**config.mk**
```make
export PLATFORM = sky130hd
export DESIGN_NAME = flop_regfront
export DESIGN_NICKNAME = d
export VERILOG_FILES = /design/src/rtl/flopfront_pkg.sv /design/src/rtl/frontCtrl.sv /design/src/rtl/frontData.sv /design/src/rtl/flop_regfront.sv
export SDC_FILE = /design/constraint.sdc
export NUM_CORES = 1
export LEC_CHECK = 0
export BUFFER_PORTS_ARGS = -buffer_cell sky130_fd_sc_hd__buf_2
export CORE_UTILIZATION = 54
export CTS_CLUSTER_SIZE = 20
export DETAILED_ROUTE_END_ITERATION = 10
export PLACE_DENSITY = 0.89
export SYNTH_ARGS = -nofsm -noshare
export SYNTH_HDL_FRONTEND = slang
export SYNTH_SLANG_ARGS = --single-unit
```
**constraint.sdc**
```tcl
create_clock -name clk -period 4 [get_ports clk]
set_input_delay 1 -clock clk [delete_from_list [all_inputs] [get_ports clk]]
set_output_delay 1 -clock clk [all_outputs]
set_load 0.02 [all_outputs]
```
**src/rtl/flopfront_pkg.sv**
```systemverilog
package flopfront_pkg;

  localparam int DATA_W     = 8;
  localparam int NUM_LATCH  = 8;
  localparam int LAT_SEL_W  = $clog2(NUM_LATCH);
  localparam int UNLOCK_LEN = 4;
  localparam int STEP_W     = $clog2(UNLOCK_LEN);

  localparam int LAT_MOTOR = 4;
  localparam int LAT_Q6    = 6;
  localparam int LAT_Q7    = 7;

  localparam int IDX_PHASE_WR = 4;
  localparam int IDX_MODE_CLR = 6;
  localparam int IDX_MODE_SET = 7;
  localparam int IDX_PHASE_RD = 12;
  localparam int IDX_HSHK_RD  = 15;

  localparam logic [DATA_W-1:0] PHASE_PRESENT = 8'h77;
  localparam logic [DATA_W-1:0] SENSE_BIT     = 8'h08;

  typedef struct packed {
    logic                 latchWe;
    logic [LAT_SEL_W-1:0] latchSel;
    logic                 latchVal;
    logic                 dataWe;
    logic                 modeWe;
    logic                 phaseWe;
    logic                 clrWe;
    logic                 setWe;
  } strobe_t;

  function automatic logic [DATA_W-1:0] unlockByte(input logic [STEP_W-1:0] step);
    return (step == STEP_W'(1)) ? 8'h17 : 8'h57;
  endfunction

endpackage

```
**src/rtl/frontCtrl.sv**
```systemverilog
module frontCtrl
  import flopfront_pkg::*;
#(
  parameter int IDX_W = 4
) (
  input  logic                 clk,
  input  logic                 rstN,
  input  logic [IDX_W-1:0]     idx,
  input  logic [DATA_W-1:0]    wrData,
  input  logic                 wrEn,
  input  logic                 rdEn,
  input  logic [NUM_LATCH-1:0] latchQ,
  output strobe_t              stb,
  output logic                 extMode
);

  logic [STEP_W-1:0]    step;
  logic [NUM_LATCH-1:0] latchEff;
  logic                 access;

  assign access = wrEn | rdEn;

  always_comb begin
    stb      = '0;
    latchEff = latchQ;
    if (!extMode) begin
      stb.latchWe  = access;
      stb.latchSel = idx[LAT_SEL_W:1];
      stb.latchVal = idx[0];
      if (access) latchEff[idx[LAT_SEL_W:1]] = idx[0];
      if (wrEn && latchEff[LAT_Q6] && latchEff[LAT_Q7]) begin
        if (latchEff[LAT_MOTOR]) stb.dataWe = 1'b1;
        else                     stb.modeWe = 1'b1;
      end
    end else if (wrEn) begin
      stb.phaseWe = (idx == IDX_W'(IDX_PHASE_WR));
      stb.clrWe   = (idx == IDX_W'(IDX_MODE_CLR));
      stb.setWe   = (idx == IDX_W'(IDX_MODE_SET));
    end
  end

  always_ff @(posedge clk or negedge rstN) begin
    if (!rstN) begin
      step    <= '0;
      extMode <= 1'b0;
    end else if (stb.modeWe && wrData == unlockByte(step)) begin
      if (step == STEP_W'(UNLOCK_LEN-1)) begin
        step    <= '0;
        extMode <= 1'b1;
      end else begin
        step <= step + STEP_W'(1);
      end
    end
  end

  p_sticky_r5: assert property (@(posedge clk) disable iff (!rstN)
    extMode |=> extMode);

  p_unlock_last_r4: assert property (@(posedge clk) disable iff (!rstN)
    $rose(extMode) |-> ($past(stb.modeWe) && $past(wrData) == 8'h57));

  p_one_action_r3: assert property (@(posedge clk) disable iff (!rstN)
    $onehot0({stb.dataWe, stb.modeWe, stb.phaseWe, stb.clrWe, stb.setWe}));

  p_ext_no_latch_r7: assert property (@(posedge clk) disable iff (!rstN)
    extMode |-> !stb.latchWe);

endmodule

```
**src/rtl/frontData.sv**
```systemverilog
module frontData
  import flopfront_pkg::*;
#(
  parameter int IDX_W = 4
) (
  input  logic                 clk,
  input  logic                 rstN,
  input  strobe_t              stb,
  input  logic [DATA_W-1:0]    wrData,
  input  logic [IDX_W-1:0]     idx,
  input  logic                 extMode,
  output logic [NUM_LATCH-1:0] latchQ,
  output logic [DATA_W-1:0]    holdData,
  output logic [DATA_W-1:0]    holdMode,
  output logic [DATA_W-1:0]    modeBits,
  output logic [DATA_W-1:0]    rdData
);

  logic [DATA_W-1:0] phase;

  for (genvar g = 0; g < NUM_LATCH; g++) begin : g_latch
    always_ff @(posedge clk or negedge rstN) begin
      if (!rstN)
        latchQ[g] <= 1'b0;
      else if (stb.latchWe && stb.latchSel == LAT_SEL_W'(g))
        latchQ[g] <= stb.latchVal;
    end
  end

  always_ff @(posedge clk or negedge rstN) begin
    if (!rstN) begin
      holdData <= '0;
      holdMode <= '0;
      phase    <= '0;
      modeBits <= '0;
    end else begin
      if (stb.dataWe)  holdData <= wrData;
      if (stb.modeWe)  holdMode <= wrData;
      if (stb.phaseWe) phase    <= wrData;
      if (stb.clrWe)   modeBits <= modeBits & ~wrData;
      else if (stb.setWe) modeBits <= modeBits | wrData;
    end
  end

  always_comb begin
    rdData = '0;
    if (extMode) begin
      if (idx == IDX_W'(IDX_PHASE_RD))
        rdData = phase;
      else if (idx == IDX_W'(IDX_HSHK_RD) && phase == PHASE_PRESENT)
        rdData = SENSE_BIT;
    end
  end

  p_legacy_rd_zero_r6: assert property (@(posedge clk) disable iff (!rstN)
    !extMode |-> rdData == '0);

  p_clear_r7: assert property (@(posedge clk) disable iff (!rstN)
    stb.clrWe |=> (modeBits & $past(wrData)) == '0);

  p_set_r7: assert property (@(posedge clk) disable iff (!rstN)
    stb.setWe |=> (modeBits & $past(wrData)) == $past(wrData));

  p_latch_hold_r2: assert property (@(posedge clk) disable iff (!rstN)
    !stb.latchWe |=> $stable(latchQ));

  p_phase_hold_r8: assert property (@(posedge clk) disable iff (!rstN)
    !stb.phaseWe |=> $stable(phase));

endmodule

```
**src/rtl/flop_regfront.sv**
```systemverilog
module flop_regfront
  import flopfront_pkg::*;
#(
  parameter int ADDR_W    = 13,
  parameter int IDX_SHIFT = 9
) (
  input  logic              clk,
  input  logic              rstN,
  input  logic [ADDR_W-1:0] addr,
  input  logic [7:0]        wrData,
  input  logic              wrEn,
  input  logic              rdEn,
  output logic [7:0]        rdData,
  output logic              extMode,
  output logic [7:0]        ctlLatches,
  output logic [7:0]        holdData,
  output logic [7:0]        holdMode,
  output logic [7:0]        modeBits
);

  localparam int IDX_W = ADDR_W - IDX_SHIFT;

  logic [IDX_W-1:0] idx;
  strobe_t          stb;

  assign idx = addr[ADDR_W-1:IDX_SHIFT];

  frontCtrl #(.IDX_W(IDX_W)) u_ctrl (
    .clk     (clk),
    .rstN    (rstN),
    .idx     (idx),
    .wrData  (wrData),
    .wrEn    (wrEn),
    .rdEn    (rdEn),
    .latchQ  (ctlLatches),
    .stb     (stb),
    .extMode (extMode)
  );

  frontData #(.IDX_W(IDX_W)) u_data (
    .clk      (clk),
    .rstN     (rstN),
    .stb      (stb),
    .wrData   (wrData),
    .idx      (idx),
    .extMode  (extMode),
    .latchQ   (ctlLatches),
    .holdData (holdData),
    .holdMode (holdMode),
    .modeBits (modeBits),
    .rdData   (rdData)
  );

endmodule

```
==> run metrics, run 1 <==
Starting Density 57.83%; top post-synthesis cells by count 43 x dfrtp_1, 39 x mux2_2, 18 x nand2_1; Worst R2R Start u_ctrl.extMode$_DFFE_PN0P_; IR drop worst, VDD 363.2 uV; H-tree Lvls 2; DP Area 0.002313 mm2; CP endpoint kind output pin; Startpoint Class primary input; area of the multi-input gates 877.1 um2; R2R Setup Slk 2060 ps; worst-margin pin slew 929.2 ps; PwrDens 528.9 mW/mm2; outcome completed; Synth async-reset ratio 100.0%; Int Pwr 0.8510 mW; Slew Limit Headroom 38.05%; Top Metal Used met4; Die Area 0.003933 mm2; routed via count 1436; Clock Path Buffers 2; Max FO, Critical Path 22; PortBufs 56; Sink Count 43; total CTS buffers 5; combinational fraction of design power 30.7%; cell count after synthesis 155; WL/cell 16.16 um; WHS Path Cells 1; Worst path top cell family by delay simple AND/OR/NAND/NOR gates; cell mode on critical path buf_2; WP depth 5; diode count 0; Hold Fails Final Rpt 0; post-detail-place hpwl 2983 um; largest net degree at the start of global routing 44; met1 WL 1901 um; number of fill cells 249; antenna viol nets, final 0; Residual DRC 0; RR Endpoint u_data.holdData[3]$_DFFE_PN0P_; critical-path cell list buf_2, nand2_1, or4_1, o21ai_0, buf_2; antenna violations before repair 0; Fin Clk Skew 9.589 ps; sequential share of power 45.7%; root buffer cell clkbuf_8; Switching Fraction 33.34%; DRT Pass-1 Iters 4; RD Place Congestion 0.8360; Tot Pwr 1.277 mW; DR WL met2 2052 um; CP max-delay cell or4_1; path type of the worst setup path primary input to output pin; Post-synth top flop dfrtp_1; Area contributors post-synth dfrtp_1 54%, mux2_2 22%, nand2_1 3.4%, and2_1 2.2%, nor2_1 1.5%; largest area contributor in the netlist dfrtp_1; post-layout util 70.12%; crit path buf inv count 2; syn_area_per_cell 12.84 um2; Met3 Wirelength 200 um; # IOs 66; cell area after layout 0.002414 mm2; worst setup path endpoint rdData[3]; Rows 21; Cell Area, Synth 0.001991 mm2; Final setup viols 0; max cap viols 0; Critical Path Start addr[9]; register area share after synthesis 54.05%; count of cell types in the netlist 33; Synthesized Nets 182; clock network fraction of design power 23.6%; Synth Register Bits 43; Congestion Overflow GR 0; violation count after the first detailed-routing iteration 106; Nets 242; P_sw 0.4256 mW; total core area 0.003442 mm2; CTS-repair resized insts 0; R2R depth 4; Die X 62.72 um; most common cell in the netlist dfrtp_1; Placed Instances 254; CP required 3000 ps; CTS tree yes; period utilization 83.55%; layout cells sized above 1 51.39%; vias in the first global route 1484; CP max stage delay 530 ps; CP arrival 2340 ps; sequential cell area 0.001076 mm2; Hold Crit Class flop to flop; Worst-path clk slew 70 ps; share of the synthesized area in the top cell type 54.05%; post-route insts no fill 262; Slew Limit Fails 0; DR vias/cell 5.481; Synth-to-Final Area Change 21.24%; Routed Wire Length 4233 um; first-pass GRT wire length 7065 um; Total GRT Usage 24.04%; Post-synth EDFFs 0; unrepaired setup endpoints after global routing no; clk_lat worst skew 300 ps; Die H 62.72 um; Post-CTS Setup Inserts 0; Hold-fix buffers, CTS 0; Fin Setup TNS 0 ps; warning count from the yosys run 0; fin crit period 3342 ps; Pleak 1.194 nW; Fmax 0.2992 GHz
[how the worst min path moves through the flow]
stage,slack [ps],end
after floorplan,490,u_data.phase[7]$_DFFE_PN0P_
after global placement,480,flop
after detailed placement,490,flop
after CTS,500,flop
after global routing,530,flop
final,500,flop
[cell families (layout without fill, tap and decap cells)]
| family | after synthesis | in the layout | share of synthesized area (%) |
|---|---|---|---|
| flops | 43 | 43 | 54.05 |
| mux | 42 | 42 | 23.88 |
| compound gates | 8 | 8 | 3.646 |
| buf+inv | 8 | 69 | 1.885 |
| xor+xnor | 1 | 1 | 0.4401 |
| fa+ha+maj | 2 | 2 | 1.257 |
| simple gates | 51 | 51 | 14.83 |
[area by class of cell]
class,instances,share of cell area [%]
clock buffer,8,4.147
tap,46,2.385
timing repair buffer,57,11.92
sequential,43,44.58
inverter,4,0.6221
multi-input combinational,104,36.34
[power groups by stage]
stage          Clock, mW  Combinational (mW)  Sequential (mW)
6_report           0.302               0.392            0.583
2_1_floorplan          0               0.125            0.713
4_1_cts            0.305               0.395            0.584
3_3_place_gp           0               0.385            0.586
3_5_place_dp           0               0.394            0.591
5_1_grt            0.322               0.418            0.599
[cells in the final DEF, fill, tap and decap left out, types with 2 or more instances in the layout]
cell type and n:
mux2_2 39, nor3_1 3, buf_2 56, dfrtp_1 43
nor2_1 8, inv_1 4, ha_1 2, and2_1 7
nand2_1 18, nand4b_1 3, clkbuf_8 7, nor3b_1 2
nor4_1 2
[metal layers]
layer | GRT usage, % | vias up
met5 | 0 | -
met4 | 11.63 | 0
met3 | 5.109 | 9
met2 | 40.63 | 45
met1 | 29.19 | 707
li1 | - | 675
[through the flow]
stage	hold WS (ps)	setup WS, ps
after floorplan	485.7	717.2
after detailed placement	487.8	662.0
after CTS	504.4	657.3
after global routing	529.5	606.2
final	503.9	657.8
after global placement	484.2	744.0
(Power assumes the default switching activity.)
==> run 2, diff against run 1 <==
--- a/config.mk
+++ b/config.mk
@@ -6,10 +6,10 @@
 export NUM_CORES = 1
 export LEC_CHECK = 0
 export BUFFER_PORTS_ARGS = -buffer_cell sky130_fd_sc_hd__buf_2
-export CORE_UTILIZATION = 54
+export CORE_UTILIZATION = 50
 export CTS_CLUSTER_SIZE = 20
 export DETAILED_ROUTE_END_ITERATION = 10
-export PLACE_DENSITY = 0.89
+export PLACE_DENSITY = 0.83
 export SYNTH_ARGS = -nofsm -noshare
 export SYNTH_HDL_FRONTEND = slang
 export SYNTH_SLANG_ARGS = --single-unit
==> constraint.sdc (replaced) <==
create_clock -name clk -period 3.5 [get_ports clk]
set_input_delay 0.875 -clock clk [delete_from_list [all_inputs] [get_ports clk]]
set_output_delay 0.875 -clock clk [all_outputs]
set_load 0.02 [all_outputs]
==> run metrics, run 2 (synthesis gave the netlist of run 1 again) <==
outcome completed; layout cells sized above 1 51.85%; first-pass GRT wire length 6741 um; violation count after the first detailed-routing iteration 40; DR vias/cell 5.360; Nets 242; Worst-path clk slew 80 ps; Startpoint Class primary input; max cap viols 0; worst-margin pin slew 904.5 ps; Fin Clk Skew 6.243 ps; routed via count 1415; Clock Path Buffers 2; combinational fraction of design power 29.2%; RR Endpoint u_data.holdMode[4]$_DFFE_PN0P_; critical-path cell list buf_2, nand2_1, or4_1, o21ai_0, buf_2; Hold-fix buffers, CTS 0; worst setup path endpoint rdData[3]; Routed Wire Length 3914 um; Worst R2R Start u_ctrl.extMode$_DFFE_PN0P_; Total GRT Usage 21.68%; fin crit period 3074 ps; Die H 65.10 um; CTS-repair resized insts 0; path type of the worst setup path primary input to output pin; DR WL met2 1957 um; Hold Fails Final Rpt 0; antenna violations before repair 0; cell area after layout 0.002437 mm2; Starting Density 53.18%; DP Area 0.002316 mm2; Rows 22; # IOs 66; CP arrival 2200 ps; IR drop worst, VDD 456.4 uV; root buffer cell clkbuf_8; period utilization 87.84%; met1 WL 1691 um; CP max stage delay 500 ps; Final setup viols 0; clk_lat worst skew 300 ps; diode count 0; R2R Setup Slk 1580 ps; Residual DRC 0; Int Pwr 1.027 mW; CP endpoint kind output pin; Sink Count 43; Post-CTS Setup Inserts 0; clock network fraction of design power 26.9%; largest net degree at the start of global routing 44; Pleak 1.205 nW; total core area 0.003744 mm2; WL/cell 14.83 um; Top Metal Used met4; Slew Limit Fails 0; unrepaired setup endpoints after global routing no; sequential share of power 43.9%; Hold Crit Class flop to flop; vias in the first global route 1401; Fin Setup TNS 0 ps; PwrDens 621.5 mW/mm2; P_sw 0.4881 mW; RD Place Congestion 0.7631; total CTS buffers 5; Met3 Wirelength 205 um; Switching Fraction 32.22%; Die X 65.10 um; H-tree Lvls 2; CP required 2620 ps; Max FO, Critical Path 22; Slew Limit Headroom 39.70%; CTS tree yes; Die Area 0.004237 mm2; Synth-to-Final Area Change 22.44%; cell mode on critical path buf_2; post-detail-place hpwl 2849 um; CP max-delay cell or4_1; DRT Pass-1 Iters 4; most common cell after layout, fill and taps aside buf_2; R2R depth 4; Fmax 0.3253 GHz; antenna viol nets, final 0; Critical Path Start addr[9]; most frequent cells in the layout 56 x buf_2, 43 x dfrtp_1, 39 x mux2_2; PortBufs 56; Congestion Overflow GR 0
-- run 2: cell count changes in the layout (fill, tap and decap cells not counted), sizes merged --
cell / delta
clkbuf: -2
bufinv: +1
inv: +1
-- run 2: area by class of cell --
class / instances / area [um2]
multi-input cells: 104 / 877.1
well taps: 48 / 60.06
fillers: 308 / 1306
inverters: 4 / 15.01
clock inverters: 2 / 38.79
repair buffers: 57 / 287.8
clock buffers: 6 / 82.58
flip-flops and latches: 43 / 1076
-- run 2: worst min-delay path by stage --
| stage | startpoint | endpoint | slack (ps) | cells past startpoint |
|---|---|---|---|---|
| after floorplan | u_data.phase[7]$_DFFE_PN0P_ | u_data.phase[7]$_DFFE_PN0P_ | 490 | 1 |
| after global placement | u_data.latchQ[1]$_DFFE_PN0P_ | u_data.latchQ[1]$_DFFE_PN0P_ | 480 | 1 |
| after detailed placement | u_data.latchQ[3]$_DFFE_PN0P_ | u_data.latchQ[3]$_DFFE_PN0P_ | 490 | 1 |
| after CTS | u_data.latchQ[3]$_DFFE_PN0P_ | u_data.latchQ[3]$_DFFE_PN0P_ | 510 | 1 |
| after global routing | u_data.holdMode[1]$_DFFE_PN0P_ | u_data.holdMode[1]$_DFFE_PN0P_ | 530 | 1 |
| final | u_data.holdMode[0]$_DFFE_PN0P_ | u_data.holdMode[0]$_DFFE_PN0P_ | 510 | 1 |
-- run 2: stage by stage --
stage / utilization, % / std cells / worst slack (ps) / hold WS (ps) / power (mW)
3_5_place_dp: 61.87 / 256 / 410.9 / 489.5 / 1.120
4_1_cts: 65.11 / 264 / 415.9 / 508.5 / 1.530
2_1_floorplan: - / 155 / 467.2 / 485.7 / 0.9581
6_report: 65.11 / 264 / 425.6 / 508.0 / 1.515
3_3_place_gp: 61.87 / 256 / 446.8 / 483.9 / 1.109
5_1_grt: 65.11 / 264 / 336.4 / 527.1 / 1.589
-- run 2: per-layer routing --
layer	up-vias	GRT usage [%]
li1	677	-
met2	38	34.51
met4	0	8.967
met1	694	28.36
met5	-	0
met3	6	5.382
-- run 2: worst max-delay path: cells and delay by family --
kind | cells | cell delay [ps]
and+or+nand+nor | 2 | 590
buffers and inverters | 2 | 520
AOI/OAI and AO/OA | 1 | 210
-- run 2: power groups by stage --
stage | combinational [mW] | sequential (mW) | clock, mW
6_report | 0.442 | 0.665 | 0.408
5_1_grt | 0.473 | 0.683 | 0.433
2_1_floorplan | 0.143 | 0.815 | 0
4_1_cts | 0.447 | 0.666 | 0.417
3_5_place_dp | 0.448 | 0.673 | 0
3_3_place_gp | 0.438 | 0.671 | 0
==> run 3, diff against run 2 <==
--- a/config.mk
+++ b/config.mk
@@ -6,10 +6,10 @@
 export NUM_CORES = 1
 export LEC_CHECK = 0
 export BUFFER_PORTS_ARGS = -buffer_cell sky130_fd_sc_hd__buf_2
-export CORE_UTILIZATION = 50
+export CORE_UTILIZATION = 54
 export CTS_CLUSTER_SIZE = 20
 export DETAILED_ROUTE_END_ITERATION = 10
-export PLACE_DENSITY = 0.83
+export PLACE_DENSITY = 0.89
 export SYNTH_ARGS = -nofsm -noshare
 export SYNTH_HDL_FRONTEND = slang
 export SYNTH_SLANG_ARGS = --single-unit
==> constraint.sdc (replaced) <==
create_clock -name clk -period 3.86 [get_ports clk]
set_input_delay 0.965 -clock clk [delete_from_list [all_inputs] [get_ports clk]]
set_output_delay 0.965 -clock clk [all_outputs]
set_load 0.02 [all_outputs]
==> run metrics, run 3 (synthesis gave the netlist of run 1 again) <==
outcome completed; period utilization 82.45%; clk_lat worst skew 310 ps; Startpoint Class primary input; Tot Pwr 1.380 mW; total CTS buffers 5; Hold-fix buffers, CTS 0; Residual DRC 0; Total GRT Usage 22.63%; Slew Limit Headroom 38.77%; path type of the worst setup path primary input to output pin; Final setup viols 0; Die H 62.72 um; Hold Crit Class flop to flop; R2R Setup Slk 1950 ps; Max FO, Critical Path 22; Pleak 1.205 nW; Routed Wire Length 3989 um; root buffer cell clkbuf_8; DR vias/cell 5.580; CP max-delay cell or4_1; DRT Pass-1 Iters 4; Slew Limit Fails 0; total core area 0.003442 mm2; Post-CTS Setup Inserts 0; CP endpoint kind output pin; CTS-repair resized insts 0; Nets 242; layout cells sized above 1 51.85%; IR drop worst, VDD 508.0 uV; Fin Setup TNS 0 ps; fin crit period 3183 ps; cell mode on critical path buf_2; antenna viol nets, final 0; Synth-to-Final Area Change 22.31%; Congestion Overflow GR 0; crit path buf inv count 2; Rows 21; CTS tree yes; RD Place Congestion 0.8314; Starting Density 57.83%; Fmax 0.3142 GHz; routed via count 1462; critical-path cell list buf_2, nand2_1, or4_1, o21ai_0, buf_2; Clock Path Buffers 2; unrepaired setup endpoints after global routing no; vias in the first global route 1383; first-pass GRT wire length 6672 um; CP max stage delay 510 ps; Worst path top cell family by delay simple AND/OR/NAND/NOR gates; CP required 2890 ps; PwrDens 566.9 mW/mm2; antenna violations before repair 0; worst-margin pin slew 918.5 ps; PortBufs 56; max cap viols 0; # IOs 66; WL/cell 15.23 um; Die X 62.72 um; largest net degree at the start of global routing 44; Sink Count 43; violation count after the first detailed-routing iteration 103; Worst-path clk slew 80 ps; most frequent cells in the layout 56 x buf_2, 43 x dfrtp_1, 39 x mux2_2; CP arrival 2220 ps; post-detail-place hpwl 2858 um; H-tree Lvls 2; diode count 0; most common cell after layout, fill and taps aside buf_2; Hold Fails Final Rpt 0; Fin Clk Skew 6.454 ps; Die Area 0.003933 mm2
==> run 3: cell counts in the layout (fill, tap and decap cells not counted) <==
No cell type changed its count.
==> run 3: worst paths after layout <==
path / startpoint / end / cells past startpoint
max: addr[9] / rdData[3] / 5
min: u_data.latchQ[1]$_DFFE_PN0P_ / u_data.latchQ[1]$_DFFE_PN0P_ / 1
max reg2reg: u_ctrl.extMode$_DFFE_PN0P_ / u_data.holdData[0]$_DFFE_PN0P_ / 4
min reg2reg: u_data.latchQ[1]$_DFFE_PN0P_ / u_data.latchQ[1]$_DFFE_PN0P_ / 1
max in group asynchronous: rstN / asynchronous set/reset pin / 1
min in group asynchronous: rstN / u_data.latchQ[0]$_DFFE_PN0P_ / 1
==> run 3: metal layers <==
layer	routed length, um	track usage [%]	vias up
met3	221	5.292	8
met2	1856	35.05	50
met4	76	10.47	0
li1	-	-	672
met5	0	0	-
met1	1834	30.16	732
==> run 3: final cells by class <==
| class | count | area (um2) |
|---|---|---|
| Sequential cell | 43 | 1076 |
| Tap cell | 46 | 57.56 |
| Clock buffer | 6 | 82.58 |
| Inverter | 4 | 15.01 |
| Multi-Input combinational cell | 104 | 877.1 |
| Fill cell | 245 | 1007 |
| Clock inverter | 2 | 38.79 |
| Timing Repair Buffer | 57 | 287.8 |
==> run 3: report_power, final <==
part           switching [mW]  internal (mW)  total (mW)
Sequential             0.0523          0.551       0.604
Clock                   0.159          0.213       0.372
Combinational           0.238          0.167       0.405
Total                   0.449          0.931        1.38
==> run 3: metrics by stage <==
stage	area (um2)	hold WS, ps	setup WS, ps	util [%]	std cells
floorplan	1991	485.7	647.2	-	155
global placement	2313	483.8	673.3	67.21	254
detailed placement	2313	487.5	682.5	67.21	254
CTS	2435	510.2	678.3	70.74	262
global route	2435	524.1	600.8	70.74	262
finish	2435	508.8	677.4	70.74	262
